==> config.mk <==
export PLATFORM = sky130hd
export DESIGN_NAME = led_status_drv
export DESIGN_NICKNAME = d
export VERILOG_FILES = /design/src/rtl/led_pkg.sv /design/src/rtl/led_sync.sv /design/src/rtl/led_tick_gen.sv /design/src/rtl/led_stretch.sv /design/src/rtl/led_status_drv.sv
export SDC_FILE = /design/constraint.sdc
export NUM_CORES = 1
export LEC_CHECK = 0
export BUFFER_PORTS_ARGS = -buffer_cell sky130_fd_sc_hd__buf_4
export CAP_MARGIN = 20
export CELL_PAD_IN_SITES_DETAIL_PLACEMENT = 1
export CELL_PAD_IN_SITES_GLOBAL_PLACEMENT = 2
export CORE_UTILIZATION = 38
export CTS_BUF_LIST = sky130_fd_sc_hd__clkbuf_4 sky130_fd_sc_hd__clkbuf_8 sky130_fd_sc_hd__clkbuf_16
export CTS_CLUSTER_SIZE = 30
export DETAILED_ROUTE_END_ITERATION = 7
export GPL_TIMING_DRIVEN = 0
export HOLD_SLACK_MARGIN = 0.1
export PLACE_DENSITY = 0.8
export SLEW_MARGIN = 20
export SYNTH_ARGS = -nofsm -noshare
export SYNTH_HDL_FRONTEND = slang
export SYNTH_SLANG_ARGS = --single-unit
==> constraint.sdc <==
create_clock -name clk_i -period 2.35 [get_ports clk_i]
set_clock_uncertainty 0.1 [all_clocks]
set_input_delay 0 -clock clk_i [delete_from_list [all_inputs] [get_ports clk_i]]
set_output_delay 0 -clock clk_i [all_outputs]
set_load 0.1 [all_outputs]
==> src/rtl/led_pkg.sv <==
package led_pkg;
  // source order: col, jab, rcv, rx_pol_ok, xmt, addr_match, fdx_link
  localparam int unsigned N_SRC = 7;
  typedef logic [N_SRC-1:0] src_vec_t;
endpackage

==> src/rtl/led_sync.sv <==
module led_sync #(
  parameter int unsigned W      = 1,
  parameter int unsigned STAGES = 2
) (
  input  logic         clk_i,
  input  logic         rst_ni,
  input  logic [W-1:0] d_i,
  output logic [W-1:0] q_o
);
  logic [W-1:0] st_q [STAGES];

  always_ff @(posedge clk_i or negedge rst_ni) begin
    if (!rst_ni) begin
      for (int i = 0; i < int'(STAGES); i++) st_q[i] <= '0;
    end else begin
      st_q[0] <= d_i;
      for (int i = 1; i < int'(STAGES); i++) st_q[i] <= st_q[i-1];
    end
  end

  assign q_o = st_q[STAGES-1];
endmodule

==> src/rtl/led_tick_gen.sv <==
module led_tick_gen #(
  parameter int unsigned DIV = 2
) (
  input  logic clk_i,
  input  logic rst_ni,
  output logic tick_o
);
  localparam int unsigned CW = (DIV > 1) ? $clog2(DIV) : 1;
  localparam logic [CW-1:0] LAST = CW'(DIV - 1);

  logic [CW-1:0] cnt_q;

  always_ff @(posedge clk_i or negedge rst_ni) begin
    if (!rst_ni)            cnt_q <= '0;
    else if (cnt_q == LAST) cnt_q <= '0;
    else                    cnt_q <= cnt_q + 1'b1;
  end

  assign tick_o = (cnt_q == LAST);


  tick_single_chk: assert property (@(posedge clk_i) disable iff (!rst_ni)
    tick_o |=> !tick_o);
endmodule

==> src/rtl/led_stretch.sv <==
module led_stretch #(
  parameter int unsigned DEPTH = 3
) (
  input  logic clk_i,
  input  logic rst_ni,
  input  logic act_i,
  input  logic tick_i,
  input  logic en_i,
  output logic led_o
);
  logic [DEPTH-1:0] sr_q;

  always_ff @(posedge clk_i or negedge rst_ni) begin
    if (!rst_ni)     sr_q <= '0;
    else if (act_i)  sr_q <= '1;
    else if (tick_i) sr_q <= {sr_q[DEPTH-2:0], 1'b0};
  end

  assign led_o = en_i ? sr_q[DEPTH-1] : act_i;


  set_on_act_chk: assert property (@(posedge clk_i) disable iff (!rst_ni)
    act_i |=> sr_q[DEPTH-1]);

  hold_chk: assert property (@(posedge clk_i) disable iff (!rst_ni)
    (!act_i && !tick_i) |=> $stable(sr_q));

  fall_on_tick_chk: assert property (@(posedge clk_i) disable iff (!rst_ni)
    $fell(sr_q[DEPTH-1]) |-> $past(tick_i));
endmodule

==> src/rtl/led_status_drv.sv <==
module led_status_drv
  import led_pkg::*;
#(
  parameter int unsigned N_PROG   = 2,
  parameter int unsigned CLK_HZ   = 50_000_000,
  parameter int unsigned TICK_HZ  = 38,
  parameter int unsigned SR_DEPTH = 3,
  parameter int unsigned SYNC_STG = 2
) (
  input  logic                    clk_i,
  input  logic                    rst_ni,
  input  logic                    link_ok_i,
  input  logic [N_SRC-1:0]        status_i,
  input  logic [N_PROG*N_SRC-1:0] src_en_i,
  input  logic [N_PROG-1:0]       stretch_en_i,
  output logic [N_PROG:0]         led_o
);
  localparam int unsigned TICK_DIV = CLK_HZ / TICK_HZ;

  logic [N_PROG*N_SRC-1:0] en_q;
  logic [N_PROG-1:0]       str_q;
  logic                    link_s;
  src_vec_t                stat_s;
  logic                    tick;

  always_ff @(posedge clk_i or negedge rst_ni) begin
    if (!rst_ni) begin
      en_q  <= '0;
      str_q <= '0;
    end else begin
      en_q  <= src_en_i;
      str_q <= stretch_en_i;
    end
  end

  led_sync #(.W(N_SRC + 1), .STAGES(SYNC_STG)) u_sync (
    .clk_i (clk_i),
    .rst_ni(rst_ni),
    .d_i   ({link_ok_i, status_i}),
    .q_o   ({link_s, stat_s})
  );

  led_tick_gen #(.DIV(TICK_DIV)) u_tick (
    .clk_i (clk_i),
    .rst_ni(rst_ni),
    .tick_o(tick)
  );

  assign led_o[0] = link_s;

  for (genvar k = 0; k < N_PROG; k++) begin : g_prog
    logic act;
    assign act = |(stat_s & en_q[k*N_SRC +: N_SRC]);

    led_stretch #(.DEPTH(SR_DEPTH)) u_str (
      .clk_i (clk_i),
      .rst_ni(rst_ni),
      .act_i (act),
      .tick_i(tick),
      .en_i  (str_q[k]),
      .led_o (led_o[k+1])
    );
  end


  link_rise_chk: assert property (@(posedge clk_i) disable iff (!rst_ni)
    $rose(led_o[0]) |-> $past(link_ok_i, 2));

  link_fall_chk: assert property (@(posedge clk_i) disable iff (!rst_ni)
    $fell(led_o[0]) |-> !$past(link_ok_i, 2));
endmodule

==> reports/metrics.yaml <==
run_status:
  outcome: "finished, final reports clean"
power:
  total_power_w: 0.00211
  power_per_cell_area_nw_per_um2: 719
  p_leak_nw: 1.30
  ir_drop_v: 0.000572
clock_network:
  cts_tree: "built"
  clock_latency_ns: 0.34
  cts_root_buf: "clkbuf_8"
  cts.path.max_buffers: 2
  cts_made_buffers: 9
  clkSinkCount: 59
  post-cts-setup-buffers: 0
  clk_pin_slew_ns: 0.06
  h-tree-depth: 3
timing:
  hold_violations: 0
  fin_crit_sh: 0.950
  max_freq_mhz: 448
  final.min_clock_period_ns: 2.23
  setup_viol: 0
  maxSlewViolCount: 0
  setup_tns_ns: 0
  worst_pin_slew_ns: 0.741
  rsz0062_at_grt: "no"
  relSlewSlack: 0.506
yosys:
  netlist_area_um2: 2180
  avgSynthCellArea_um2: 13.3
  synth-seq-cells: 59
  synthCells: 164
  yosysSeqAreaShare: 0.676
  synth.net_count: 192
  synth-main-ff-cell: "dfrtp_1"
  ys_warn_count: 0
  ys_types: 34
  synth_edf_count: 0
  async_reset_ff_frac: 1.00
routing:
  dr.pass1.iters: 4
  drc: 0
  vias: 1487
  drt-wirelength-per-cell_um: 15.1
  postRouteAntennaNets: 0
  finalWirelength_mm: 4.60
  drt-initial-drc-count: 78
  via_per_inst: 4.89
layout:
  final_core_util: 0.530
  area_growth_pct: 34.4
  mostFrequentLayoutCells: "59 x dfrtp_1, 31 x buf_4, 25 x dlygate4sd3_1"
  antennaDiodeCount: 0
  final_nets: 256
  drive_above_1_share: 0.237
  mostFrequentLayoutCell: "dfrtp_1"
global_routing:
  met1_usage: 0.200
  grt_busiest_layer: "met2"
  grt_pass1_wl_mm: 7.86
  overflow: 0
  grt_max_degree: 60
  antenna_found_initial: 0
  grt_pass1_vias: 1638
  grtUsageMet3: 0.0729
  grt.total_usage: 0.179
  grtUsageMet2: 0.302
placement:
  gp_congestion: 0.750
  numPortBuffers: 28
  hpwl_mm: 3.01
critical_path:
  crit_fanout: 6
  cp_slowest_cell: "or4_1"
  rr_endpoint: "u_tick.cnt_q[20]"
  cp-endpoint: "u_tick.cnt_q[20]"
  worst_ep_arrival_time_ns: 2.38
  worst_ep_required_time_ns: 2.50
  cp-end-kind: "register"
  critPathKind: "reg2reg"
  critPathBufInv: 2
  crit-reg2reg-launch: "u_tick.cnt_q[0]"
  cp_num_cells: 6
  r2r_setup_slack_ns: 0.12
  crit_start: "u_tick.cnt_q[0]"
  cp_top_family: "simple AND/OR/NAND/NOR gates"
  slowest_delay_ns: 0.52
  reg2reg_depth: 6
  start_kind: "register"
  crit_path_frequent_cell: "or4_1"
  cp_cell_sequence: "ha_1, inv_1, or4_1, clkbuf_2, or4_1, a21oi_1"
floorplanning:
  pin_count: 29
  initial_core_util: 0.394
  rows: 27
  die_w_um: 77.8
  die_h_um: 77.8
  core_area_um2: 5540
  dieArea_um2: 6060
worst_hold_path:
  hold_class: "in2async"
job:
  max-cap-violations: 0
-- power by group --
group / internal (W) / switching, W
Sequential: 0.00104 / 0.0000109
Combinational: 0.0000654 / 0.0000566
Clock: 0.000539 / 0.000397
-- state kept, by name, indices dropped and copies added (netlist names) --
signal and cells:
en_q 14, u_sync.q_o 8, g_prog.u_str.sr_q 6, u_sync.st_q 8
str_q 2, u_tick.cnt_q 21
-- through the flow --
stage	cells	area [um^2]	hold WS [ns]	setup slack [ns]
after CTS	304	2940	0.186	0.110
final	304	2940	0.169	0.118
after global placement	264	2480	-0.00395	0.184
after detailed placement	264	2480	0.0104	0.136
after floorplan	164	2180	-0.396	0.342
after global routing	304	2940	0.189	0.0151
-- synthesized netlist by cell type, types with 3 or more instances --
library cell,number,share of area
a22oi_1,4,0.014
buf_4,3,0.010
dfrtp_1,59,0.68
inv_1,5,0.0086
mux2i_1,5,0.023
nand2_1,7,0.012
nand3_1,8,0.018
nand4_1,4,0.011
nor2_1,19,0.033
nor3_1,3,0.0069
nor4_1,3,0.0086
xnor2_1,8,0.032
xor2_1,9,0.036
-- how the worst min path moves through the flow --
stage / endpoint / from / slack, ns
6_report: u_tick.cnt_q[12] / rst_ni / 0.17
2_1_floorplan: en_q[0] / rst_ni / -0.40
4_1_cts: u_tick.cnt_q[10] / rst_ni / 0.19
3_3_place_gp: u_tick.cnt_q[13] / rst_ni / -0.004
5_1_grt: u_sync.st_q[11] / status_i[3] / 0.19
3_5_place_dp: u_tick.cnt_q[10] / rst_ni / 0.01
-- metal layers --
layer  vias up  share of wire
li1        694              -
met1       732           0.42
met2        51           0.52
met3        10          0.045
met4         0          0.020
met5         -              0
-- timing repair --
action	4_1_cts	5_1_grt
hold buffers	25	0
setup endpoints to repair	0	0
resized for setup	0	0
endpoints found under the hold margin	83	0
-- cell type report --
type | instances | area, um^2
tap | 72 | 90.1
clock inverter | 4 | 50.0
buffer | 5 | 38.8
timing repair buffer | 53 | 460
multi-input combinational | 95 | 651
fill | 579 | 2600
clock buffer | 11 | 151
inverter | 5 | 18.8
sequential | 59 | 1480
-- kinds of logic after synthesis --
logic type | Yosys count | synth area share
flops | 59 | 0.676
simple gates | 58 | 0.149
mux | 7 | 0.0332
xor+xnor | 17 | 0.0682
fa+ha+maj | 2 | 0.0115
compound gates | 11 | 0.0361
buf+inv | 10 | 0.0263
Note: power is estimated with default switching activity, not from simulation.
